--- config.mk ---
export PLATFORM = sky130hd
export DESIGN_NAME = stopwake_ctrl
export DESIGN_NICKNAME = d
export VERILOG_FILES = /design/src/rtl/stopwake_pkg.sv /design/src/rtl/stopwake_arbiter.sv /design/src/rtl/stopwake_stab_timer.sv /design/src/rtl/stopwake_ctrl.sv
export SDC_FILE = /design/constraint.sdc
export NUM_CORES = 1
export LEC_CHECK = 0
export BUFFER_PORTS_ARGS = -buffer_cell sky130_fd_sc_hd__buf_4
export CORE_UTILIZATION = 56
export CTS_CLUSTER_DIAMETER = 200
export DETAILED_ROUTE_END_ITERATION = 8
export PLACE_DENSITY = 0.77
export SLEW_MARGIN = 30
export SYNTH_ARGS = -nofsm -noshare
export SYNTH_HDL_FRONTEND = slang
export SYNTH_HIERARCHICAL = 1
export SYNTH_SLANG_ARGS = --single-unit
export TNS_END_PERCENT = 50
--- constraint.sdc ---
create_clock -name clk -period 3.3 [get_ports clk]
set_input_delay 0.33 -clock clk [delete_from_list [all_inputs] [get_ports clk]]
set_output_delay 0.33 -clock clk [all_outputs]
set_load 0.02 [all_outputs]
--- src/rtl/stopwake_pkg.sv ---
package stopwake_pkg;
   typedef enum logic [1:0] {
      SW_RUN    = 2'd0,
      SW_STOP   = 2'd1,
      SW_STAB   = 2'd2,
      SW_RESUME = 2'd3
   } sw_state_e;
endpackage

--- src/rtl/stopwake_arbiter.sv ---
// Picks the release source: non-maskable first, then highest priority
// value among unmasked requests, ties to the lowest index.
module stopwake_arbiter #(
   parameter int N_IRQ  = 4,
   parameter int PRIO_W = 3,
   parameter int IDW    = $clog2(N_IRQ + 1)
) (
   input  logic                      nmi,
   input  logic [N_IRQ-1:0]          req,
   input  logic [N_IRQ-1:0]          mask,
   input  logic [N_IRQ*PRIO_W-1:0]   prio_flat,
   output logic                      any,
   output logic                      win_nmi,
   output logic [IDW-1:0]            win_id,
   output logic [PRIO_W-1:0]         win_prio
);
   localparam logic [IDW-1:0] NMI_ID = IDW'(N_IRQ);

   logic [PRIO_W-1:0] prio_a [N_IRQ];
   logic [N_IRQ-1:0]  live;

   genvar g;
   generate
      for (g = 0; g < N_IRQ; g++) begin : g_unpack
         assign prio_a[g] = prio_flat[g*PRIO_W +: PRIO_W];
         assign live[g]   = req[g] & ~mask[g];
      end
   endgenerate

   logic              best_v;
   logic [IDW-1:0]    best_id;
   logic [PRIO_W-1:0] best_p;

   always_comb begin
      best_v  = 1'b0;
      best_id = '0;
      best_p  = '0;
      for (int i = 0; i < N_IRQ; i++) begin
         if (live[i] && (!best_v || prio_a[i] > best_p)) begin
            best_v  = 1'b1;
            best_id = IDW'(i);
            best_p  = prio_a[i];
         end
      end
   end

   assign any      = nmi | best_v;
   assign win_nmi  = nmi;
   assign win_id   = nmi ? NMI_ID : best_id;
   assign win_prio = best_p;
endmodule

--- src/rtl/stopwake_stab_timer.sv ---
// Settling counter on the reference clock: done on the last of 2^(BASE_EXP+sel) cycles.
module stopwake_stab_timer #(
   parameter int BASE_EXP = 10,
   parameter int SEL_W    = 3,
   parameter int CW       = BASE_EXP + (1 << SEL_W) - 1
) (
   input  logic             clk,
   input  logic             rst_n,
   input  logic             clear,
   input  logic             run,
   input  logic [SEL_W-1:0] sel,
   output logic             done
);
   logic [CW-1:0] cnt;
   logic [CW:0]   span;
   logic [CW-1:0] last;

   assign span = (CW+1)'(1) << (BASE_EXP + int'(sel));
   assign last = CW'(span - 1'b1);

   always_ff @(posedge clk or negedge rst_n) begin
      if (!rst_n)     cnt <= '0;
      else if (clear) cnt <= '0;
      else if (run)   cnt <= cnt + 1'b1;
   end

   assign done = run && (cnt == last);
endmodule

--- src/rtl/stopwake_ctrl.sv ---
module stopwake_ctrl #(
   parameter int N_IRQ    = 4,
   parameter int PRIO_W   = 3,
   parameter int SEL_W    = 3,
   parameter int BASE_EXP = 10,
   parameter int IDW      = $clog2(N_IRQ + 1)
) (
   input  logic                    clk,
   input  logic                    rst_n,
   input  logic                    stop_req,
   input  logic                    nmi_req,
   input  logic [N_IRQ-1:0]        irq_req,
   input  logic [N_IRQ-1:0]        irq_mask,
   input  logic [N_IRQ*PRIO_W-1:0] irq_prio,
   input  logic                    isr_active,
   input  logic [PRIO_W-1:0]       isr_prio,
   input  logic                    int_en,
   input  logic [SEL_W-1:0]        stab_sel,
   output logic                    main_clk_en,
   output logic                    int_osc_en,
   output logic                    stopped,
   output logic                    stabilizing,
   output logic                    ack_valid,
   output logic                    next_instr,
   output logic [IDW-1:0]          ack_id,
   output logic                    held_valid,
   output logic [IDW-1:0]          held_id
);
   import stopwake_pkg::*;

   generate
      if (N_IRQ < 1)           begin : g_bad_n   $error("N_IRQ must be at least 1");    end
      if (PRIO_W < 1)          begin : g_bad_p   $error("PRIO_W must be at least 1");   end
      if (SEL_W < 1 || SEL_W > 4) begin : g_bad_s $error("SEL_W must be 1..4");        end
      if (BASE_EXP < 1)        begin : g_bad_b   $error("BASE_EXP must be positive");   end
   endgenerate

   sw_state_e         state;
   logic              wake_any, wake_nmi;
   logic [IDW-1:0]    wake_id;
   logic [PRIO_W-1:0] wake_prio;
   logic              stab_done;
   logic              grant;
   logic              dec_ack;
   logic [IDW-1:0]    dec_id;
   logic [SEL_W-1:0]  sel_q;
   logic              isr_q;
   logic [PRIO_W-1:0] isr_prio_q;

   stopwake_arbiter #(.N_IRQ(N_IRQ), .PRIO_W(PRIO_W), .IDW(IDW)) u_arb (
      .nmi       (nmi_req),
      .req       (irq_req),
      .mask      (irq_mask),
      .prio_flat (irq_prio),
      .any       (wake_any),
      .win_nmi   (wake_nmi),
      .win_id    (wake_id),
      .win_prio  (wake_prio)
   );

   stopwake_stab_timer #(.BASE_EXP(BASE_EXP), .SEL_W(SEL_W)) u_tmr (
      .clk   (clk),
      .rst_n (rst_n),
      .clear (state != SW_STAB),
      .run   (state == SW_STAB),
      .sel   (sel_q),
      .done  (stab_done)
   );

   // Acknowledge: non-maskable always; maskable needs enable and
   // strictly higher priority than the routine in service at entry.
   assign grant = wake_nmi || (int_en && (!isr_q || wake_prio > isr_prio_q));

   always_ff @(posedge clk or negedge rst_n) begin
      if (!rst_n) begin
         state      <= SW_RUN;
         dec_ack    <= 1'b0;
         dec_id     <= '0;
         sel_q      <= '0;
         isr_q      <= 1'b0;
         isr_prio_q <= '0;
         held_valid <= 1'b0;
         held_id    <= '0;
      end else begin
         unique case (state)
            SW_RUN: begin
               if (stop_req && !wake_any) begin
                  state      <= SW_STOP;
                  sel_q      <= stab_sel;
                  isr_q      <= isr_active;
                  isr_prio_q <= isr_prio;
                  held_valid <= 1'b0;
               end
            end
            SW_STOP: begin
               if (wake_any) begin
                  state   <= SW_STAB;
                  dec_ack <= grant;
                  dec_id  <= wake_id;
                  if (!grant) begin
                     held_valid <= 1'b1;
                     held_id    <= wake_id;
                  end
               end
            end
            SW_STAB: begin
               if (stab_done) state <= SW_RESUME;
            end
            SW_RESUME: state <= SW_RUN;
            default:   state <= SW_RUN;
         endcase
      end
   end

   assign stopped     = (state == SW_STOP);
   assign main_clk_en = (state != SW_STOP);
   assign int_osc_en  = (state != SW_STOP);
   assign stabilizing = (state == SW_STAB);
   assign ack_valid   = (state == SW_RESUME) &&  dec_ack;
   assign next_instr  = (state == SW_RESUME) && !dec_ack;
   assign ack_id      = dec_id;
endmodule

==> results of run 1 <==
worst max-delay path by stage:
stage                      from                      to  slack (ns)  depth (start not counted)
floorplan            irq_req[0]  held_id[0]$_DFFE_PN0P_       -1.50                         23
CTS                 irq_mask[0]  held_id[2]$_DFFE_PN0P_       -1.52                         25
finish              irq_mask[0]  held_id[2]$_DFFE_PN0P_       -1.58                         24
detailed placement  irq_mask[0]  held_id[1]$_DFFE_PN0P_       -1.91                         26
global placement    irq_mask[0]  held_id[2]$_DFFE_PN0P_       -1.81                         26
global route        irq_mask[0]  held_id[0]$_DFFE_PN0P_       -1.76                         25
final cells by class:
| class | instances | area [um^2] |
|---|---|---|
| multi-input cells | 190 | 1670 |
| flip-flops and latches | 34 | 851 |
| fillers | 284 | 805 |
| repair buffers | 71 | 556 |
| inverters | 24 | 90.1 |
| clock buffers | 6 | 82.6 |
| well taps | 50 | 62.6 |
flip-flops by register name (all words and copies together), names as in the netlist:
signal / count
isr_q: 1
held_valid: 1
sel_q: 3
u_tmr/cnt: 17
state: 2
held_id: 3
isr_prio_q: 3
dec_ack: 1
ack_id: 3
per-stage QoR:
stage / setup TNS [ns] / setup slack [ns] / cell area (um^2) / hold slack, ns
finish: -9.15 / -1.58 / 3310 / 0.279
global route: -10.34 / -1.76 / 3310 / 0.263
CTS: -8.66 / -1.52 / 3250 / 0.272
detailed placement: -11.39 / -1.91 / 3060 / 0.304
global placement: -10.72 / -1.81 / 3060 / 0.303
floorplan: -8.18 / -1.50 / 2570 / 0.0344
cell families (layout without fill, tap and decap cells):
kind of cell,after synthesis,after routing
compound gates,49,49
buf+inv,33,101
fa+ha+maj,25,25
simple gates,81,81
mux,18,18
xor+xnor,17,17
flops,34,34
worst register-to-register path: cells and delay by family, from the launching register on:
kind                       cells  cell delay (ns)
AOI/OAI and AO/OA              2             0.58
xor gates and xnor gates       2             0.29
adders and majority gates      1             0.38
buffers and inverters          2             0.19
DFF                            1             0.51
muxes                          1             0.35
and+or+nand+nor                1             0.38
placed cells by master (no fill, tap or decap), types with 3 or more instances in the layout:
| master | count |
|---|---|
| nand3_1 | 5 |
| xnor2_1 | 12 |
| a21oi_1 | 6 |
| o21ai_0 | 7 |
| mux2_4 | 5 |
| ha_1 | 20 |
| nor3_1 | 8 |
| nand3b_1 | 4 |
| xor2_1 | 5 |
| dfrtp_1 | 34 |
| a21oi_2 | 5 |
| inv_1 | 23 |
| nand2_1 | 10 |
| nor2b_1 | 6 |
| a2111oi_0 | 3 |
| ha_4 | 5 |
| mux2_2 | 12 |
| nor2_1 | 16 |
| or3_1 | 4 |
| clkbuf_8 | 6 |
| nand4_1 | 3 |
| nor4_1 | 3 |
| o21ai_1 | 3 |
| buf_4 | 67 |
power breakdown:
part	leakage, nW	switching, mW	internal [mW]
registers	0.445	0.106	0.524
logic	1.01	0.531	0.514
clock network	0.0431	0.141	0.161
routing by layer:
layer | wire [um] | vias to the layer above | track usage
li1 | - | 1047 | -
met1 | 2500 | 1032 | 0.307
met2 | 2970 | 64 | 0.450
met3 | 242 | 9 | 0.0576
met4 | 104 | 0 | 0.0990
met5 | 0 | - | 0
repair_timing:
action	in CTS	in global routing
resized for setup	12	10
hold buffers	1	0
hold endpoints to repair	7	0
setup buffers	5	1
pin swaps	3	3
endpoints found under the setup margin	7	7
==> flow_summary.ini, run 1 <==
[run_status]
status = finished, violations left
violations = negative setup slack

[finish]
nets = 383
stdcell_count = 375
diodes = 0
syn_to_final_growth_pct = 33.3
final_core_util = 0.805
drive_gt1_frac = 0.391

[grt]
grt_pass1_vias = 2060
antenna_found_initial = 0
overflow = 0
grtUsageTotal = 0.258
grt_pass1_wl_mm = 8.91
grt_max_degree = 35

[timing]
max_slew_margin = 0.702
hold_viol = 0
setup_ws_ns = -1.58
slew_violations = 0
rsz0062_at_grt = yes
max_freq_mhz = 205
final.setup_skew_ns = 0.00195
fin_crit_sh = 1.48
fin_crit_ns = 4.88
tightestPinTransition_ns = 0.436
setup_violations = 7

[worst_setup_path]
critPathBufInv = 4
critPathArrivalTime_ns = 5.04
slowest_delay_ns = 0.45
path_cells = buf_6, nor2b_4, buf_12, nand2_4, ha_4, nand3b_1, a211o_1, a311oi_2, ha_1, a21oi_2, a21oi_4, o21ai_4, mux2_4, ha_4, nand3b_1, a32oi_1, o21ai_2, buf_4, mux2_4, inv_2, ha_4, nand3_2, a311o_2, mux2_4
r2r_slack_ns = 0.52
worst_r2r_endpoint = state[1]$_DFFE_PN0P_
critPathSlowestCell = a311o_2
critical_path.max_fanout = 6
path_class = in -> reg
path_delay_family = compound AO/OA/AOI/OAI gates
reg2regPathDepth = 9
start_kind = input pin
r2r_start = sel_q[1]$_DFFE_PN0P_
required_ns = 3.47
cp-end-kind = flip-flop

[routing]
vias_per_cell = 5.74
dr.pass1.iters = 4
drc = 0
drt-total-wl_mm = 5.82
wl_per_cell_um = 15.5
drt_iter0_drc = 94
vias = 2152
postRouteAntennaNets = 0

[synthesis]
synth_nets = 314
synth_ff_type = dfrtp_1
synth_compound_area_frac = 0.134
synth.area.top_cells = dfrtp_1 34%, ha_1 13%, mux2_2 5.4%
yosysMostFrequentCell = dfrtp_1
synth-xor-area-share = 0.0599
yosysUniqueCellTypes = 54
synth-adder-area-share = 0.126
yosysWarnings = 6
synth.ff_latch_count = 34
synth_top_area_share = 0.343
synth-simple-area-share = 0.187
avgSynthCellArea_um2 = 9.66
synth_top_family_by_area = simple AND/OR/NAND/NOR gates
synth_edf_count = 0
ys_seq_area_frac = 0.343
synth_top_area_cell = dfrtp_1
syn-instance-count = 257
synthesis.area_um2 = 2480
synthMuxAreaShare = 0.0887
synth_commonest_cells = 34 x dfrtp_1, 25 x ha_1, 24 x inv_1
synthArstFlopShare = 1.00

[power_and_ir_drop]
p_total_mw = 1.98
cellLeakagePower_nw = 1.49
ir_drop_mv = 0.288
p_per_area_nw_per_um2 = 597

[floorplanning]
rows = 23
dieArea_um2 = 4710
die_w_um = 68.6
ioPinCount = 45
start_util = 0.604
fp.dieH_um = 68.6
coreArea_um2 = 4120

[min_path]
whs_path_depth = 2
hold_class = in -> reg
worstHoldStart = stab_sel[1]
hold_end = sel_q[1]$_DFFE_PN0P_

[cts]
cts.sinks = 34
path_clk_slew_ns = 0.06
root_buffer = clkbuf_8
clk_path_buf_depth = 2
cts_buffers = 5
cts_htree_levels = 2
insertion_delay_ns = 0.28
cts_tree = yes

[place]
port_buffers = 44
numPlacedInstances = 362
dp_hpwl_mm = 4.04
place.gp.congestion = 0.825

[job]
max_cap_violations = 0
Note: power is estimated with default switching activity, not from simulation.
==> run 2: changes to the inputs <==
Settings changed: GPL_ROUTABILITY_DRIVEN set to 1.
Clock period 3.3 ns to 5.08 ns, I/O delays scaled along.
==> run 2 against run 1 <==
Against the previous run: the run still ends with negative setup slack left; clock skew about the same; critical path depth unchanged; routed wire length shrank 1.2%; total power shrank 36%; combinational power is 37% lower; via count fell by 1.1%; hold slack got worse by 0.12 ns; sequential share of layout area increased by 0.72 points; largest cell class unchanged.
==> flow_summary.ini, run 2 (synthesis results as in run 1) <==
[routing]
vias_per_cell = 5.77
drt_iter0_drc = 76
postRouteAntennaNets = 0
dr.pass1.iters = 4
drc = 0
drt-total-wl_mm = 5.75
vias = 2128
wl_per_cell_um = 15.6

[worst_setup_path]
cp-endpoint = held_id[1]$_DFFE_PN0P_
critPathSlowestCell = a311o_2
start_kind = input pin
required_ns = 5.25
reg2regPathDepth = 7
critPathArrivalTime_ns = 5.34
path_delay_family = compound AO/OA/AOI/OAI gates
cp-end-kind = flip-flop
path_cells = buf_4, nor2b_4, and2_4, ha_4, and3_4, a211o_1, a311oi_2, ha_1, a21oi_2, a21oi_2, o21ai_4, mux2_4, ha_4, nand3b_1, a32oi_2, o21ai_2, buf_4, buf_4, o2bb2ai_4, ha_1, nand2_1, o21ai_1, a311o_2, mux2_4
r2r_slack_ns = 2.16
slowest_delay_ns = 0.43
critPathBufInv = 3
crit_start = irq_mask[0]
cpMostUsedCell = buf_4
crit_cells = 24
path_class = in -> reg
worst_r2r_endpoint = u_tmr/cnt[16]$_DFFE_PN0P_
r2r_start = state[0]$_DFFE_PN0P_
critical_path.max_fanout = 6

[timing]
final.setup_skew_ns = 0.00237
max_freq_mhz = 193
rsz0062_at_grt = yes
setup_ws_ns = -0.0924
fin_setup_tns_ns = -0.322
setup_violations = 4
fin_crit_ns = 5.17
hold_viol = 0
slew_violations = 0
max_slew_margin = 0.567
tightestPinTransition_ns = 0.649
fin_crit_sh = 1.02
holdWs_ns = 0.160

[cts]
cts_hold_buffers = 0
cts_tree = yes
cts_buffers = 5
insertion_delay_ns = 0.28
root_buffer = clkbuf_8
cts_htree_levels = 2
cts.sinks = 34
path_clk_slew_ns = 0.07
clk_path_buf_depth = 2

[power_and_ir_drop]
cellLeakagePower_nw = 1.44
seqPwrFrac = 0.322
swShare = 0.398
p_comb_frac = 0.517
netSwitchingPower_mw = 0.507
ir_drop_mv = 0.344
internal_power_mw = 0.766
p_total_mw = 1.27
p_per_area_nw_per_um2 = 395
p_clk_frac = 0.161

[grt]
grt_pass1_wl_mm = 8.51
grt.met1_usage = 0.313
gr-usage-met3 = 0.0510
overflow = 0
grtUsageTotal = 0.243
grt_use_met2 = 0.411
grt_pass1_vias = 1928
grt_max_degree = 35
grt_busiest_layer = met2
antenna_found_initial = 0

[finish]
nets = 375
drive_gt1_frac = 0.376
final_cell_mix = 62 x buf_4, 34 x dfrtp_1, 23 x inv_1
top_register = u_tmr/cnt
fillers = 281
diodes = 0
final_core_util = 0.783
multi_input_area_um2 = 1650
syn_to_final_growth_pct = 29.7
regArea_um2 = 851
final_common_cell = buf_4
largest_reg_flops = 17

[floorplanning]
start_util = 0.604
die_w_um = 68.6
coreArea_um2 = 4120
rows = 23
ioPinCount = 45
dieArea_um2 = 4710
fp.dieH_um = 68.6

[place]
dp_hpwl_mm = 3.96
place.gp.congestion = 0.825
port_buffers = 44

[run_status]
violations = negative setup slack
status = finished, violations left

[min_path]
hold_class = in -> async

[job]
max_cap_violations = 0
==> run 2: changes by cell type in the layout (fill, tap and decap cells not counted), sizes merged <==
cell and delta:
buf -7, clkbuf +1, clkinv +1, dlygate4sd3 -1
==> run 2: timing repair <==
item                                    CTS  global route
resized for setup                         1            27
setup buffers                             1             6
endpoints found under the setup margin    4             5
pin swaps                                 2            19
cloned                                    0             0
==> run 2: worst reg2reg max path, cell delays in order (launching register included) <==
cell,delay (ns)
dfrtp_1,0.42
inv_1,0.10
ha_1,0.35
inv_1,0.51
o2111ai_1,0.45
nor3_1,0.38
nor3b_1,0.25
mux2_2,0.35
==> run 2: layer usage <==
| metal | vias to the layer above | wire, um |
|---|---|---|
| met1 | 1014 | 2520 |
| met5 | - | 0 |
| met3 | 14 | 280 |
| met2 | 67 | 2830 |
| met4 | 0 | 119 |
| li1 | 1033 | - |
==> run 2: layout make-up <==
type / count / share of cell area
Clock buffer: 7 / 0.0268
Clock inverter: 1 / 0.00155
Inverter: 24 / 0.0280
Multi-Input combinational cell: 190 / 0.512
Sequential cell: 34 / 0.264
Tap cell: 50 / 0.0194
Timing Repair Buffer: 63 / 0.148
==> run 2: how the worst min path moves through the flow <==
stage          start                   endpoint  cells past startpoint
2_1_floorplan  rst_n      ack_id[0]$_DFFE_PN0P_                      0
3_3_place_gp   rst_n  isr_prio_q[1]$_DFFE_PN0P_                      1
3_5_place_dp   rst_n  isr_prio_q[0]$_DFFE_PN0P_                      1
4_1_cts        rst_n  isr_prio_q[0]$_DFFE_PN0P_                      1
5_1_grt        rst_n  isr_prio_q[0]$_DFFE_PN0P_                      1
6_report       rst_n  isr_prio_q[0]$_DFFE_PN0P_                      1
==> run 2: power by group through the flow <==
stage	Clock (mW)	Combinational, mW	Sequential (mW)
floorplan	0	0.417	0.423
global placement	0	0.593	0.406
detailed placement	0	0.609	0.410
CTS	0.213	0.615	0.405
global route	0.221	0.727	0.419
finish	0.205	0.658	0.409
==> run 2: stage by stage <==
| step | instances | instance area [um^2] | setup slack, ns |
|---|---|---|---|
| floorplan | 257 | 2530 | 0.000866 |
| global placement | 354 | 2940 | -0.253 |
| detailed placement | 354 | 2940 | -0.352 |
| CTS | 363 | 3040 | 0.00697 |
| global route | 369 | 3220 | -0.233 |
| finish | 369 | 3220 | -0.0924 |
